$ cat config.mk
export PLATFORM = sky130hd
export DESIGN_NAME = cfg_access_seq
export DESIGN_NICKNAME = d
export VERILOG_FILES = /design/src/rtl/cfg_seq_pkg.sv /design/src/rtl/cfg_addr_gen.sv /design/src/rtl/cfg_win_writer.sv /design/src/rtl/cfg_rdata_fmt.sv /design/src/rtl/cfg_access_seq.sv
export SDC_FILE = /design/constraint.sdc
export NUM_CORES = 1
export LEC_CHECK = 0
export ABC_AREA = 1
export BUFFER_PORTS_ARGS = -buffer_cell sky130_fd_sc_hd__clkbuf_2
export CAP_MARGIN = 20
export CELL_PAD_IN_SITES_DETAIL_PLACEMENT = 1
export CELL_PAD_IN_SITES_GLOBAL_PLACEMENT = 2
export CORE_MARGIN = 8
export CORE_UTILIZATION = 29
export DETAILED_ROUTE_END_ITERATION = 10
export PLACE_DENSITY = 0.9
export SLEW_MARGIN = 25
export SYNTH_ARGS = -nofsm -noshare
export SYNTH_HDL_FRONTEND = slang
export SYNTH_HIERARCHICAL = 1
export SYNTH_SLANG_ARGS = --single-unit
$ cat constraint.sdc
create_clock -name clk -period 2.2 [get_ports clk]
set_input_delay 0.22 -clock clk [delete_from_list [all_inputs] [get_ports clk]]
set_output_delay 0.22 -clock clk [all_outputs]
set_load 0.01 [all_outputs]
$ cat src/rtl/cfg_seq_pkg.sv
package cfg_seq_pkg;

   typedef enum logic [3:0] {
      ST_IDLE,
      ST_OPEN_B0,
      ST_OPEN_B1,
      ST_OPEN_M1,
      ST_ACCESS,
      ST_READBACK,
      ST_CLOSE_B1,
      ST_CLOSE_M1,
      ST_CLOSE_B0,
      ST_FINISH
   } seq_state_e;

   typedef enum logic [1:0] {
      WSEL_BASE0 = 2'd0,
      WSEL_BASE1 = 2'd1,
      WSEL_MAP1  = 2'd2,
      WSEL_MAP0  = 2'd3
   } win_sel_e;

   localparam logic [3:0] SZC_16M  = 4'd1;
   localparam logic [3:0] SZC_256M = 4'd5;
   localparam logic [3:0] SZC_512M = 4'd6;

   localparam logic [2:0] MAPT_CONFIG    = 3'b101;
   localparam logic [2:0] MAPT_MEM_MULTI = 3'b011;

   function automatic logic [31:0] base_word(input logic [31:0] local_addr,
                                             input logic [3:0]  szc);
      return {local_addr[31:20], 12'd0, szc, 3'd0, 1'b1};
   endfunction

   function automatic logic [31:0] mem_map_word(input logic [31:0] pci_addr,
                                                input logic [2:0]  mtype);
      return {pci_addr[31:20], 16'd0, mtype, 1'b0};
   endfunction

endpackage

$ cat src/rtl/cfg_addr_gen.sv
module cfg_addr_gen
   import cfg_seq_pkg::*;
#(
   parameter logic [31:0] CFG_LOCAL  = 32'h6100_0000,
   parameter int          SPLIT_SLOT = 12
)(
   input  logic [7:0]  bus_num,
   input  logic [7:0]  devfn,
   input  logic [7:0]  reg_off,
   output logic [31:0] acc_addr,
   output logic [31:0] map_word
);

   initial begin
      assert (SPLIT_SLOT >= 8 && SPLIT_SLOT <= 12)
         else $error("SPLIT_SLOT must lie in 8..12");
      assert (CFG_LOCAL[23:0] == 24'd0)
         else $error("CFG_LOCAL must be 16 MB aligned");
   end

   logic [4:0]  slot;
   logic [2:0]  func;
   logic [23:0] cfg_off;

   assign slot = devfn[7:3];
   assign func = devfn[2:0];

   always_comb begin
      cfg_off  = '0;
      map_word = {28'd0, MAPT_CONFIG, 1'b0};
      if (bus_num == 8'd0) begin
         cfg_off[10:8] = func;
         if (int'(slot) > SPLIT_SLOT)
            map_word = map_word | (32'd1 << (slot - 5'd5));
         else
            cfg_off = cfg_off | (24'd1 << ({1'b0, slot} + 6'd11));
      end else begin
         cfg_off     = {bus_num, devfn, 8'h00};
         map_word[0] = 1'b1;
      end
   end

   assign acc_addr = CFG_LOCAL + {8'd0, cfg_off} + {24'd0, reg_off};

endmodule

$ cat src/rtl/cfg_win_writer.sv
module cfg_win_writer
   import cfg_seq_pkg::*;
#(
   parameter logic [31:0] MEM_LOCAL  = 32'h4000_0000,
   parameter logic [31:0] CFG_LOCAL  = 32'h6100_0000,
   parameter logic [31:0] PREMEM_PCI = 32'h1000_0000
)(
   input  seq_state_e  state,
   input  logic [31:0] map_open,
   output logic        wr_en,
   output logic [1:0]  wr_sel,
   output logic [31:0] wr_data
);

   localparam logic [31:0] PREMEM_LOCAL = MEM_LOCAL + 32'h1000_0000;

   initial begin
      assert (MEM_LOCAL[28:0] == 29'd0)
         else $error("MEM_LOCAL must be 512 MB aligned");
      assert (PREMEM_PCI[19:0] == 20'd0)
         else $error("PREMEM_PCI must be 1 MB aligned");
      assert (CFG_LOCAL[23:0] == 24'd0)
         else $error("CFG_LOCAL must be 16 MB aligned");
   end

   always_comb begin
      wr_en   = 1'b1;
      wr_sel  = WSEL_BASE0;
      wr_data = '0;
      unique case (state)
         ST_OPEN_B0: begin
            wr_sel  = WSEL_BASE0;
            wr_data = base_word(MEM_LOCAL, SZC_512M);
         end
         ST_OPEN_B1: begin
            wr_sel  = WSEL_BASE1;
            wr_data = base_word(CFG_LOCAL, SZC_16M);
         end
         ST_OPEN_M1: begin
            wr_sel  = WSEL_MAP1;
            wr_data = map_open;
         end
         ST_CLOSE_B1: begin
            wr_sel  = WSEL_BASE1;
            wr_data = base_word(PREMEM_LOCAL, SZC_256M);
         end
         ST_CLOSE_M1: begin
            wr_sel  = WSEL_MAP1;
            wr_data = mem_map_word(PREMEM_PCI, MAPT_MEM_MULTI);
         end
         ST_CLOSE_B0: begin
            wr_sel  = WSEL_BASE0;
            wr_data = base_word(MEM_LOCAL, SZC_256M);
         end
         default: wr_en = 1'b0;
      endcase
   end

endmodule

$ cat src/rtl/cfg_rdata_fmt.sv
module cfg_rdata_fmt #(
   parameter int DATA_W = 32
)(
   input  logic [DATA_W-1:0] raw,
   input  logic [2:0]        nbytes,
   output logic [DATA_W-1:0] value
);

   localparam int LANES = DATA_W / 8;

   initial begin
      assert (DATA_W >= 32 && DATA_W % 8 == 0)
         else $error("DATA_W must be a byte multiple of at least 32");
   end

   for (genvar ln = 0; ln < LANES; ln++) begin : g_lane
      assign value[ln*8 +: 8] = (ln < int'(nbytes)) ? raw[ln*8 +: 8] : 8'h00;
   end

endmodule

$ cat src/rtl/cfg_access_seq.sv
module cfg_access_seq
   import cfg_seq_pkg::*;
#(
   parameter int          IDX_W      = 9,
   parameter int          DATA_W     = 32,
   parameter int          SPLIT_SLOT = 12,
   parameter bit          PIPE_ADDR  = 1'b1,
   parameter logic [31:0] MEM_LOCAL  = 32'h4000_0000,
   parameter logic [31:0] CFG_LOCAL  = 32'h6100_0000,
   parameter logic [31:0] PREMEM_PCI = 32'h1000_0000
)(
   input  logic              clk,
   input  logic              rst_n,
   input  logic              req_valid,
   input  logic [IDX_W-1:0]  req_bus,
   input  logic [IDX_W-1:0]  req_devfn,
   input  logic [IDX_W-1:0]  req_offset,
   input  logic [2:0]        req_size,
   input  logic              req_write,
   input  logic [DATA_W-1:0] req_wdata,
   output logic              busy,
   output logic              done,
   output logic              err,
   output logic [DATA_W-1:0] rdata,
   output logic              wr_en,
   output logic [1:0]        wr_sel,
   output logic [31:0]       wr_data,
   output logic              bus_req,
   output logic              bus_we,
   output logic [31:0]       bus_addr,
   output logic [2:0]        bus_size,
   output logic [DATA_W-1:0] bus_wdata,
   input  logic              bus_ack,
   input  logic [DATA_W-1:0] bus_rdata
);

   initial begin
      assert (IDX_W >= 8) else $error("IDX_W must be at least 8");
   end

   seq_state_e        state;
   logic [7:0]        bus_q, devfn_q, off_q;
   logic [2:0]        nbytes_q;
   logic              write_q, err_q;
   logic [DATA_W-1:0] wdata_q, rdata_q;
   logic              over_range;
   logic [2:0]        nbytes_in;
   logic [31:0]       addr_c, map_c, addr_use, map_use;
   logic [DATA_W-1:0] fmt_data;

   // range check on the widened index inputs
   if (IDX_W > 8) begin : g_range
      assign over_range = (|req_bus[IDX_W-1:8]) | (|req_devfn[IDX_W-1:8]) |
                          (|req_offset[IDX_W-1:8]);
   end else begin : g_norange
      assign over_range = 1'b0;
   end

   assign nbytes_in = (req_size == 3'd1) ? 3'd1 :
                      (req_size == 3'd2) ? 3'd2 : 3'd4;

   cfg_addr_gen #(.CFG_LOCAL(CFG_LOCAL), .SPLIT_SLOT(SPLIT_SLOT)) u_addr (
      .bus_num (bus_q),
      .devfn   (devfn_q),
      .reg_off (off_q),
      .acc_addr(addr_c),
      .map_word(map_c)
   );

   if (PIPE_ADDR) begin : g_pipe
      logic [31:0] addr_r, map_r;
      always_ff @(posedge clk or negedge rst_n) begin
         if (!rst_n) begin
            addr_r <= '0;
            map_r  <= '0;
         end else begin
            addr_r <= addr_c;
            map_r  <= map_c;
         end
      end
      assign addr_use = addr_r;
      assign map_use  = map_r;
   end else begin : g_comb
      assign addr_use = addr_c;
      assign map_use  = map_c;
   end

   cfg_win_writer #(
      .MEM_LOCAL (MEM_LOCAL),
      .CFG_LOCAL (CFG_LOCAL),
      .PREMEM_PCI(PREMEM_PCI)
   ) u_win (
      .state   (state),
      .map_open(map_use),
      .wr_en   (wr_en),
      .wr_sel  (wr_sel),
      .wr_data (wr_data)
   );

   cfg_rdata_fmt #(.DATA_W(DATA_W)) u_fmt (
      .raw   (bus_rdata),
      .nbytes(nbytes_q),
      .value (fmt_data)
   );

   always_ff @(posedge clk or negedge rst_n) begin
      if (!rst_n) begin
         state    <= ST_IDLE;
         bus_q    <= '0;
         devfn_q  <= '0;
         off_q    <= '0;
         nbytes_q <= 3'd4;
         write_q  <= 1'b0;
         err_q    <= 1'b0;
         wdata_q  <= '0;
         rdata_q  <= '0;
      end else begin
         unique case (state)
            ST_IDLE: if (req_valid) begin
               bus_q    <= req_bus[7:0];
               devfn_q  <= req_devfn[7:0];
               off_q    <= req_offset[7:0];
               nbytes_q <= nbytes_in;
               write_q  <= req_write;
               wdata_q  <= req_wdata;
               err_q    <= over_range;
               rdata_q  <= '0;
               state    <= over_range ? ST_FINISH : ST_OPEN_B0;
            end
            ST_OPEN_B0:  state <= ST_OPEN_B1;
            ST_OPEN_B1:  state <= ST_OPEN_M1;
            ST_OPEN_M1:  state <= ST_ACCESS;
            ST_ACCESS: if (bus_ack) begin
               rdata_q <= fmt_data;
               state   <= write_q ? ST_READBACK : ST_CLOSE_B1;
            end
            ST_READBACK: if (bus_ack) begin
               rdata_q <= fmt_data;
               state   <= ST_CLOSE_B1;
            end
            ST_CLOSE_B1: state <= ST_CLOSE_M1;
            ST_CLOSE_M1: state <= ST_CLOSE_B0;
            ST_CLOSE_B0: state <= ST_FINISH;
            default:     state <= ST_IDLE;
         endcase
      end
   end

   assign busy      = (state != ST_IDLE);
   assign done      = (state == ST_FINISH);
   assign err       = done & err_q;
   assign rdata     = rdata_q;
   assign bus_req   = (state == ST_ACCESS) || (state == ST_READBACK);
   assign bus_we    = (state == ST_ACCESS) & write_q;
   assign bus_addr  = addr_use;
   assign bus_size  = nbytes_q;
   assign bus_wdata = wdata_q;

   AST_ERR_WITH_DONE: assert property (@(posedge clk) disable iff (!rst_n)
      err |-> done);
   AST_REJECT_NO_WORK: assert property (@(posedge clk) disable iff (!rst_n)
      (done && err_q) |-> $past(state == ST_IDLE));
   AST_TYPE0_LOW_CLEAR: assert property (@(posedge clk) disable iff (!rst_n)
      (wr_en && wr_sel == WSEL_MAP1 && wr_data[3:1] == MAPT_CONFIG && bus_q == 8'd0)
      |-> !wr_data[0]);
   AST_OPEN_ORDER: assert property (@(posedge clk) disable iff (!rst_n)
      (wr_en && wr_sel == WSEL_BASE1 && wr_data[7:4] == SZC_16M)
      |-> $past(wr_en && wr_sel == WSEL_BASE0 && wr_data[7:4] == SZC_512M));
   AST_MAP0_UNTOUCHED: assert property (@(posedge clk) disable iff (!rst_n)
      wr_en |-> wr_sel != WSEL_MAP0);
   AST_NO_WRITE_IN_ACCESS: assert property (@(posedge clk) disable iff (!rst_n)
      bus_req |-> !wr_en);
   AST_ACCEPT_FROM_IDLE: assert property (@(posedge clk) disable iff (!rst_n)
      $rose(busy) |-> $past(req_valid));
   AST_DONE_WHILE_BUSY: assert property (@(posedge clk) disable iff (!rst_n)
      done |-> busy);
   AST_BYTE_ZERO_EXT: assert property (@(posedge clk) disable iff (!rst_n)
      (done && !err && bus_size == 3'd1) |-> rdata[DATA_W-1:8] == '0);
   AST_REQ_HOLD: assert property (@(posedge clk) disable iff (!rst_n)
      (bus_req && !bus_ack) |=> bus_req && $stable(bus_addr) && $stable(bus_we));

endmodule

==> flow_metrics.py <==
metrics = {
    "power": {
        "power_density_nw_per_um2": 1290,
        "power_switching_mw": 5.83,
        "pwr-share-clk": 0.219,
        "ir_drop_v": 0.000427,
        "power_frac_seq": 0.353,
        "power_leakage_nw": 5.78,
        "intPower_mw": 7.52,
        "p_sw_frac": 0.436,
        "comb_power_share": 0.427,
    },
    "clock_network": {
        "clkTransAtPathRegs_ns": 0.07,
        "insertion_delay_ns": 0.43,
        "cts_root_buffer": "clkbuf_16",
        "numCtsBuffers": 17,
        "cts_sinks": 161,
        "cts_tree": "done",
        "htreeDepth": 4,
        "cts-resized-gates": 0,
        "cts_buffer_depth": 2,
    },
    "logic_synthesis": {
        "synth_warnings": 6,
        "syn_inst": 940,
        "ys_seq_area_frac": 0.522,
        "synth_area_um2": 7720,
        "ys_types": 40,
        "ys_async_sr_fraction": 1.00,
        "ys.flop_type": "dfrtp_1",
        "ys_ff_latch": 161,
        "synth_edf_count": 0,
        "avgSynthCellArea_um2": 8.21,
    },
    "setup_path": {
        "crit_arrival_ns": 1.75,
        "path_buf_inv": 2,
        "endpoint_kind": "output port",
        "cp_slowest_cell": "dfrtp_1",
        "cp_slowest_stage_delay_ns": 0.55,
        "start_kind": "register",
        "cp_cell_sequence": "nand2_1 > inv_4 > nand2_4 > nor2_1 > clkbuf_2",
        "cp_top_family": "flip-flops",
        "worstPathMaxFanout": 22,
        "required_ns": 1.98,
        "critPathKind": "register to output port",
    },
    "sta": {
        "final_hold_viol_count": 0,
        "final.setup_skew_ns": 0.0154,
        "timing.hold.ws_ns": 0.0335,
        "fmax_mhz": 507,
        "setup_viol": 0,
        "relSlewSlack": 0.599,
        "layout_worst_path_cycle_share": 0.897,
        "rsz0062_at_grt": "false",
        "tightest_slew_ns": 0.595,
        "finalSetupTns_ns": 0,
        "min_period_ns": 1.97,
        "worst_slack_ns": 0.226,
        "drv_slew": 0,
    },
    "place": {
        "hpwl_um": 18300,
        "port_buffers": 237,
        "routabilityCongestion": 0.817,
        "dp_slack_ns": 0.348,
        "dp.cells": 1503,
    },
    "finish": {
        "final_nets": 1346,
        "drive_gt1_frac": 0.259,
        "area_growth_pct": 34.4,
        "layout_common_cells": "nand2_1 (340), clkbuf_2 (236), dfrtp_1 (160), inv_1 (98), nor2_1 (77)",
        "final_common_cell": "nand2_1",
        "final_core_util": 0.397,
        "stdcell_count": 1587,
    },
    "detailed_routing": {
        "drt_iter0_drc": 431,
        "postRouteAntennaNets": 0,
        "via_per_inst": 4.45,
        "vias": 7055,
        "routedWlPerCell_um": 15.6,
        "drt_pass1_iterations": 4,
        "drc": 0,
        "routed_wl_um": 24700,
    },
    "die": {
        "die_w_um": 179,
        "die_area_um2": 32100,
        "ios": 238,
        "die_h_um": 179,
        "initial_utilization": 0.295,
        "core_um2": 26100,
        "rows": 59,
    },
    "global_route": {
        "grt_antenna_before_repair": 1,
        "grt.overflow.total": 0,
        "grt_first_pass_wirelength_um": 40100,
        "grt_pass1_vias": 7641,
        "grtUsageTotal": 0.159,
        "grt_max_degree": 64,
    },
    "run_status": {
        "status": "complete, no violations",
    },
    "run": {
        "drv_cap": 0,
    },
    "hold_path": {
        "min_path_type": "primary input to register",
    },
}
[synth_stat cells (3+ instances only)]
library cell  instances  area [µm²]
a21oi_1              18        90.1
inv_2                 6        22.5
nand3_1              40         200
nor2_1               77         289
nand2_4               3        33.8
nor4_1                6        37.5
buf_4                24         180
o21ai_0              10        50.1
xor2_1               11        96.3
xnor2_1               7        61.3
a21boi_0              5        37.5
nor2_4                6        67.6
nor2_2                7        43.8
nand2_2               6        37.5
nand4_1              48         300
dfrtp_1             160        4000
ha_1                  8         100
nor3_1                8        40.0
inv_1                98         368
clkbuf_1             11        41.3
buf_6                 6        67.6
nand2_1             340        1280
buf_1                 4        15.0
a21boi_1              3        22.5
buf_2                 8        40.0
[path summary, 6_finish.rpt]
| kind | from | end | slack, ns | depth (start not counted) |
|---|---|---|---|---|
| min in group asynchronous | rst_n | g_pipe.map_r[9]$_DFF_PN0_ | 0.36 | 2 |
| hold reg to reg | rdata[16]$_DFFE_PN0P_ | rdata[16]$_DFFE_PN0P_ | 0.47 | 2 |
| max in group asynchronous | rst_n | g_pipe.map_r[1]$_DFF_PN0_ | 1.17 | 3 |
| setup reg to reg | bus_q[4]$_DFFE_PN0P_ | g_pipe.map_r[9]$_DFF_PN0_ | 0.34 | 8 |
| setup / recovery | state[0]$_DFFE_PN0P_ | wr_data[12] | 0.23 | 5 |
| hold / removal | req_bus[1] | bus_q[1]$_DFFE_PN0P_ | 0.03 | 3 |
[cells by family after synthesis]
kind of cell | Yosys count | synth area share
flops | 161 | 0.522
fa+ha+maj | 9 | 0.0156
simple gates | 549 | 0.313
buf+inv | 159 | 0.0964
compound gates | 42 | 0.0311
xor+xnor | 18 | 0.0204
other cells | 2 | 0.000973
[worst reg2reg max path, cell delays in order (launching register included)]
cell	delay (ns)
dfrtp_1	0.40
nor2_1	0.11
nand2_1	0.12
nor2_4	0.25
inv_1	0.13
or2_2	0.39
nor2_1	0.19
nand2_1	0.11
nor2_1	0.10
[final cells by class]
type,count,area (µm²)
Sequential cell,161,4030
Antenna cell,1,2.50
Clock buffer,18,439
Inverter,106,400
Clock inverter,14,134
Fill cell,3216,15800
Multi-Input combinational cell,645,3040
Timing Repair Buffer,307,1910
Tap cell,335,419
[registers in the layout (all words and copies together) (netlist names), 3 cells and up]
signal and count:
bus_addr 32, off_q 8, state 4, bus_wdata 32, bus_size 3, devfn_q 8, bus_q 8, rdata 32
g_pipe.map_r 32
[power by group through the flow]
stage / logic [mW] / registers, mW / clock network (mW)
floorplan: 3.23 / 4.99 / 0
global placement: 5.56 / 4.73 / 0
detailed placement: 5.68 / 4.77 / 0
CTS: 5.77 / 4.73 / 3.03
global route: 6.42 / 4.87 / 3.13
finish: 5.70 / 4.72 / 2.93
[through the flow]
| stage | instance area [µm²] | power [mW] |
|---|---|---|
| floorplan | 7810 | 8.22 |
| global placement | 9290 | 10.3 |
| detailed placement | 9290 | 10.5 |
| CTS | 10400 | 13.5 |
| global route | 10400 | 14.4 |
| finish | 10400 | 13.3 |
[what timing repair did]
item | CTS | global route
hold buffers | 51 | 0
setup buffers | 0 | 0
endpoints found under the hold margin | 102 | 0
[metal layers]
metal	wire length [µm]	GRT usage	vias to the layer above
li1	-	-	3481
met4	603	0.0573	0
met3	1500	0.0388	34
met1	10600	0.191	3370
met2	12000	0.271	170
met5	0	0	-
(Power assumes the default switching activity.)
